--- config.mk ---
export PLATFORM = sky130hd
export DESIGN_NAME = uart_tx_brk
export DESIGN_NICKNAME = d
export VERILOG_FILES = /design/src/rtl/uart_tx_brk.sv
export SDC_FILE = /design/constraint.sdc
export NUM_CORES = 1
export LEC_CHECK = 0
export BUFFER_PORTS_ARGS = -buffer_cell sky130_fd_sc_hd__buf_2
export CORE_MARGIN = 10
export CORE_UTILIZATION = 30
export CTS_BUF_LIST = sky130_fd_sc_hd__clkbuf_16
export CTS_CLUSTER_DIAMETER = 200
export DETAILED_ROUTE_END_ITERATION = 10
export MAX_ROUTING_LAYER = met4
export PLACE_DENSITY = 0.56
export RECOVER_POWER = 50
export SETUP_SLACK_MARGIN = 0.3
export SLEW_MARGIN = 40
export SYNTH_ARGS = -nofsm -noshare
export SYNTH_HDL_FRONTEND = slang
export SYNTH_SLANG_ARGS = --single-unit
--- constraint.sdc ---
create_clock -name clk -period 2.24 [get_ports clk]
set_input_delay 0.672 -clock clk [delete_from_list [all_inputs] [get_ports clk]]
set_output_delay 0.672 -clock clk [all_outputs]
set_load 0.02 [all_outputs]
--- src/rtl/uart_tx_brk.sv ---
module uart_tx_brk #(
  parameter int DW  = 8,
  parameter int OSR = 16
) (
  input  logic          clk,
  input  logic          rst_n,
  input  logic          tick16,
  input  logic [DW-1:0] wr_data,
  input  logic          wr_stb,
  input  logic          tx_en,
  input  logic          port_wr,
  input  logic          port_din,
  input  logic          par_en,
  input  logic          par_odd,
  output logic          txd,
  output logic          buf_empty,
  output logic          tx_end
);
  localparam int CW = $clog2(OSR);
  localparam int BW = $clog2(DW + 3);

  logic          port_q, busy, par_on, par_q;
  logic [DW-1:0] dbuf, sh;
  logic [BW-1:0] idx;
  logic [CW-1:0] tcnt;
  logic          cur_bit;
  logic [BW-1:0] last_idx;

  assign last_idx = par_on ? BW'(DW + 2) : BW'(DW + 1);

  always_comb begin
    if (idx == '0)                                  cur_bit = 1'b0;
    else if (idx <= BW'(DW))                        cur_bit = sh[0];
    else if (idx == BW'(DW + 1) && par_on)          cur_bit = par_q;
    else                                            cur_bit = 1'b1;
  end

  assign txd = tx_en ? (busy ? cur_bit : 1'b1) : port_q;

  always_ff @(posedge clk) begin
    if (!rst_n) begin
      port_q    <= 1'b1;
      busy      <= 1'b0;
      buf_empty <= 1'b1;
      tx_end    <= 1'b1;
      idx       <= '0;
      tcnt      <= '0;
      dbuf      <= '0;
      sh        <= '0;
      par_on    <= 1'b0;
      par_q     <= 1'b0;
    end else begin
      if (port_wr) port_q <= port_din;
      if (!tx_en) begin
        busy      <= 1'b0;
        buf_empty <= 1'b1;
        tx_end    <= 1'b1;
        idx       <= '0;
        tcnt      <= '0;
      end else begin
        if (!busy) begin
          if (!buf_empty) begin
            sh        <= dbuf;
            par_on    <= par_en;
            par_q     <= (^dbuf) ^ par_odd;
            buf_empty <= 1'b1;
            tx_end    <= 1'b0;
            busy      <= 1'b1;
            idx       <= '0;
            tcnt      <= '0;
          end
        end else if (tick16) begin
          if (tcnt == CW'(OSR - 1)) begin
            tcnt <= '0;
            if (idx == last_idx) begin
              busy <= 1'b0;
              if (buf_empty) tx_end <= 1'b1;
            end else begin
              idx <= idx + 1'b1;
              if (idx != '0 && idx <= BW'(DW)) sh <= sh >> 1;
            end
          end else begin
            tcnt <= tcnt + 1'b1;
          end
        end
        if (wr_stb) begin
          dbuf      <= wr_data;
          buf_empty <= 1'b0;
        end
      end
    end
  end
endmodule


==> reports/qor.csv, run 1 <==
metric,value,unit
power density over the cells,679.1,nW/um2
die boundary width,91.95,um
Skew-Pair Late Insertion Delay,0.28,ns
number of nets in the synthesized netlist,204,
average wire per cell in the routed design,13.22,um
GR Util All Layers,9.530,%
data required time at the worst endpoint,1.57,ns
final number of setup-violating endpoints,1,
violation count after the first detailed-routing iteration,76,
number of instances in the synthesized netlist,182,
type of destination of the critical path,output pin,
arrival time of the worst setup path,1.67,ns
largest cells by area after synthesis,"dfxtp_1 (39%), nand2_1 (5.3%), nand3_1 (5.2%)",
post-synthesis xor/xnor area fraction,5.963,%
worst min path class,reg2reg,
clock transition time at the flip-flop clock pins of the worst setup and hold paths,0.05,ns
post-route worst setup slack,-0.1019,ns
iteration count of the initial detailed-routing pass,4,
worst flop-to-flop path endpoint,sh[4],
average instance area after synthesis,8.532,um2
number of synthesized register bits,30,
end point of the most critical hold path,port_q,
category of the worst setup path launch point,register,
initial core utilization,30.60,%
number of antenna-violating nets in the routed design,0,
number of buffers inserted during clock tree synthesis,5,
wire length of the first global-routing pass,6327,um
reg2reg start,idx[0],
number of enable-type register cells in the synthesized netlist,0,
DRC,0,
Final Routed Wirelength,3649,um
routed vias/inst,4.732,
GRT Residual Overflow,0,
Site Rows,26,
R2R Setup Slk,0.36,ns
failing checks,negative setup slack,
final worst path period need,2.342,ns
share of synthesized flip-flops with an asynchronous set or reset,0,%
most frequent cells after synthesis,"dfxtp_1 (30), nand2_1 (22), nand3_1 (16)",
cell type with the largest total area after synthesis,dfxtp_1,
simple-gate share of the synthesized area,22.00,%
worst-case headroom to the max-slew limit,43.16,%
final layout net count,228,
number of cells on the worst hold path,2,
total vias in the final route,1306,
Post-Route Setup TNS,-0.1019,ns
hold-fix buffers at CTS,0,
clock sinks,30,
compound-gate portion of the synthesized area,21.43,%
number of max-slew violations in the final report,0,
Max Clock Skew,0.006218,ns
critical path startpoint,idx[0],
number of max-cap violations,0,
root buf cell,clkbuf_16,
Total Die Area,8454,um2
Floorplan Core Area,5075,um2
# port buffers,19,
proportion of synthesized area in mux cells,2.015,%
clock tree from TritonCTS,done,
share of cells above drive strength 1,22.82,%
most repeated cell in the gate-level netlist after synthesis,dfxtp_1,
maximum number of pins on one net before global-route repair,27,
peak ir drop on the vdd network,0.0003024,V
main combinational cell family by area after synthesis,simple AND/OR/NAND/NOR gates,
fraction of the mapped netlist area in adder cells,4.029,%
unrepaired setup endpoints after global routing,yes,
Max Buffers Root-to-Sink,2,
share of Yosys cell area claimed by the top area cell type,38.68,%
cell area after technology mapping,1553,um2
maximum achievable frequency,427.0,MHz
number of ports placed on the die boundary,20,
antenna diode count,0,
number of antenna violations at the first check in global routing,0,
height of the die,91.95,um
worst hold slack,0.4716,ns
number of distinct library cell variants in the gate-level netlist after synthesis,41,
depth of the CTS H-tree,2,
setup slack after placement,0.07773,ns
yosys warns,0,
vias in the first global route,1359,
area overhead of the layout relative to synthesis,22.88,%
crit path kind,reg2out,
leading register cell type out of synthesis,dfxtp_1,
actual slew at the worst max-slew pin,0.8527,ns
detailed placement HPWL,2584,um
result of the run,"complete, but fails checks",
routability congestion estimate from global placement,0.7954,
number of hold-slack violations in the final timing report,0,
HP Start,port_q,
highest net fanout along the worst path,3,
LEAKAGE,0.6944,nW
sequential element share of the synthesized area,38.68,%
post-route fraction of the period consumed by the critical path,104.6,%
cell depth of the worst flop-to-flop path,7,
[layout make-up]
cell class                      instances  area [um2]
Multi-Input combinational cell        130       885.9
Sequential cell                        30       608.1
Clock buffer                            5       125.1
Tap cell                               70       87.58
Clock inverter                          2       7.507
Inverter                               12       47.55
Timing Repair Buffer                   27       146.4
Fill cell                             558        3167
[stage by stage]
step           utilization, %  power [mW]  area, um2  instances
3_5_place_dp            34.49      0.6907       1750        266
2_1_floorplan               -      0.6547       1594        182
6_report                37.60       1.296       1908        276
3_3_place_gp            34.49      0.6905       1750        266
4_1_cts                 37.82       1.317       1919        276
5_1_grt                 37.60       1.352       1908        276
[sequential cells by signal (all words and copies together) (netlist names)]
register and flops:
dbuf 8, idx 4, buf_empty 1, port_q 1
par_on 1, busy 1, tx_end 1, sh 8
par_q 1, tcnt 4
[critical path: stages (launching register included)]
cell and delay [ns]:
dfxtp_4 0.35, inv_2 0.04, ha_4 0.15, nor4bb_2 0.27, mux2i_1 0.11, o22ai_1 0.19
a31oi_2 0.10, buf_4 0.17
[logic make-up (layout without fill, tap and decap cells)]
group / after synthesis / in the layout
simple gates: 69 / 69
fa+ha+maj: 5 / 5
xor+xnor: 9 / 9
flops: 30 / 30
mux: 3 / 3
buf+inv: 22 / 46
compound gates: 44 / 44
[what timing repair did]
item,4_1_cts,5_1_grt
setup endpoints to repair,1,1
cloned,0,0
pin swaps,4,0
setup buffers,3,0
gates resized for setup,4,0
[per-layer routing]
layer	track usage (%)	vias to the layer above	wire, um
met4	5.398	0	89
met3	3.341	8	175
met2	13.59	21	1511
li1	-	691	-
met5	-	-	0
met1	11.39	586	1872
[cells in the final DEF (no fill, tap or decap), drive strengths merged, types with 7 or more instances in the layout]
| cell type | synthesis | final |
|---|---|---|
| nand2 | 22 | 22 |
| nand3 | 16 | 16 |
| o221a | 7 | 7 |
| nor2 | 15 | 15 |
| clkbuf | 4 | 10 |
| inv | 12 | 13 |
| a21boi | 11 | 11 |
| buf | 6 | 22 |
| a31oi | 9 | 9 |
| dfxtp | 30 | 30 |
[power by group]
group	switching (mW)	internal [mW]
registers	0.0121	0.548
logic	0.0604	0.0561
clock network	0.224	0.396
[how the worst max path moves through the flow]
stage	end	depth (start not counted)
after CTS	txd	7
after global routing	txd	7
after global placement	txd	7
after detailed placement	txd	7
after floorplan	txd	6
final	txd	7
Power figures use the tool's default switching activity.
==> inputs of run 2 (changes only) <==
CORE_MARGIN = 2   (was 10)
==> run 2 against run 1 <==
Compared with the run above:
- the flow still finishes with violations (negative setup slack)
- hold slack worse by 0.0010 ns
- sequential share of layout area up 0.063 points
- largest power group unchanged
- die area down 32%
- cell area fell by 0.20%
- cell count stayed put
- clock power decreased by 3%
- critical path depth stayed put
- combinational power is essentially flat
- register-to-register slack improved by 0.12 ns
- clock skew fell by 0.0040 ns
- count of clock-buffer cells in the layout stayed put
- largest cell class unchanged
- power fell by 1.2%
==> reports/qor.csv, run 2 (same netlist as run 1, synthesis figures left out) <==
metric,value,unit
Post-Route Setup TNS,-0.09051,ns
highest net fanout along the worst path,4,
worst min path class,reg2reg,
actual slew at the worst max-slew pin,0.7589,ns
category of the worst setup path launch point,register,
Final Routed Wirelength,3437,um
failing checks,negative setup slack,
number of buffers inserted during clock tree synthesis,5,
number of ports placed on the die boundary,20,
# port buffers,19,
result of the run,"complete, but fails checks",
initial core utilization,30.79,%
peak ir drop on the vdd network,0.0002766,V
total vias in the final route,1329,
number of antenna violations at the first check in global routing,0,
routability congestion estimate from global placement,0.7535,
clock tree from TritonCTS,done,
"top library cells by usage in the layout, fill and taps aside","dfxtp_1 (28), nand2_1 (22), nand3_1 (16)",
violation count after the first detailed-routing iteration,99,
power density over the cells,672.6,nW/um2
area overhead of the layout relative to synthesis,22.64,%
Skew-Pair Late Insertion Delay,0.27,ns
detailed placement HPWL,2451,um
setup slack after placement,0.1178,ns
hold-fix buffers at CTS,0,
clock sinks,30,
worst-case headroom to the max-slew limit,49.40,%
final worst path period need,2.331,ns
number of max-slew violations in the final report,0,
depth of the CTS H-tree,2,
largest registers in the final layout,"dbuf x8, sh x8",
routed vias/inst,4.815,
Max Buffers Root-to-Sink,2,
Max Clock Skew,0.002176,ns
post-layout util,37.77,%
wire length of the first global-routing pass,5858,um
unrepaired setup endpoints after global routing,yes,
antenna diode count,0,
number of antenna-violating nets in the routed design,0,
iteration count of the initial detailed-routing pass,4,
vias in the first global route,1238,
GR Util All Layers,13.13,%
most frequent standard cell in the layout excluding fill and tap cells,dfxtp_1,
Floorplan Core Area,5042,um2
final layout net count,228,
number of hold-slack violations in the final timing report,0,
data required time at the worst endpoint,1.57,ns
post-route worst setup slack,-0.09051,ns
final number of setup-violating endpoints,1,
maximum number of pins on one net before global-route repair,27,
LEAKAGE,0.6952,nW
maximum achievable frequency,429.1,MHz
Site Rows,26,
height of the die,75.95,um
average wire per cell in the routed design,12.45,um
clock transition time at the flip-flop clock pins of the worst setup and hold paths,0.05,ns
type of destination of the critical path,output pin,
post-route fraction of the period consumed by the critical path,104.0,%
share of cells above drive strength 1,22.33,%
GRT Residual Overflow,0,
crit path kind,reg2out,
number of max-cap violations,0,
die boundary width,75.95,um
Total Die Area,5768,um2
arrival time of the worst setup path,1.66,ns
DRC,0,
root buf cell,clkbuf_16,
overall power after layout,1.281,mW
## run 2: changes by cell type in the layout (fill, tap and decap cells not counted), sizes merged
cell,before,now
clkinv,1,0
clkbuf,10,11
buf,22,21
inv,13,14
## run 2: what timing repair did
item	in CTS	in global routing
setup endpoints to repair	1	1
setup buffers	2	0
resized for setup	4	0
pin swaps	2	0
## run 2: metal layers
| metal | track usage [%] | wire length (um) |
|---|---|---|
| met1 | 17.85 | 1777 |
| met3 | 3.333 | 94 |
| met4 | 6.000 | 65 |
| met5 | - | 0 |
| met2 | 18.30 | 1499 |
## run 2: critical path, cell delays in order (launching register included)
cell and delay (ns):
dfxtp_4 0.35, inv_2 0.04, ha_4 0.16, nor4bb_2 0.27, mux2i_1 0.11, o22ai_1 0.18
a31oi_2 0.10, buf_4 0.17
## run 2: report_power, final
group	switching (mW)	total, mW	leakage [nW]	internal, mW
registers	0.0123	0.561	0.245	0.548
logic	0.0605	0.117	0.378	0.0562
clock network	0.209	0.603	0.0723	0.395
total	0.282	1.28	0.695	0.999
## run 2: final timing paths
kind	startpoint	slack (ns)	to	cells after the start
max	idx[0]	-0.09	txd	7
min	sh[7]	0.47	sh[7]	2
max reg2reg	idx[0]	0.48	sh[4]	6
min reg2reg	sh[7]	0.47	sh[7]	2
## run 2: through the flow
stage | hold slack (ns) | cell area (um2) | cells
global placement | 0.4553 | 1758 | 267
CTS | 0.4699 | 1919 | 276
global route | 0.4881 | 1904 | 276
floorplan | 0.4410 | 1594 | 182
finish | 0.4706 | 1904 | 276
detailed placement | 0.4631 | 1758 | 267
## run 2: cell type report
type | instances | area [um2]
inverter | 12 | 47.55
fill | 534 | 3138
sequential | 30 | 608.1
clock buffer | 5 | 125.1
tap | 70 | 87.58
timing repair buffer | 27 | 142.6
clock inverter | 2 | 7.507
multi-input combinational | 130 | 885.9
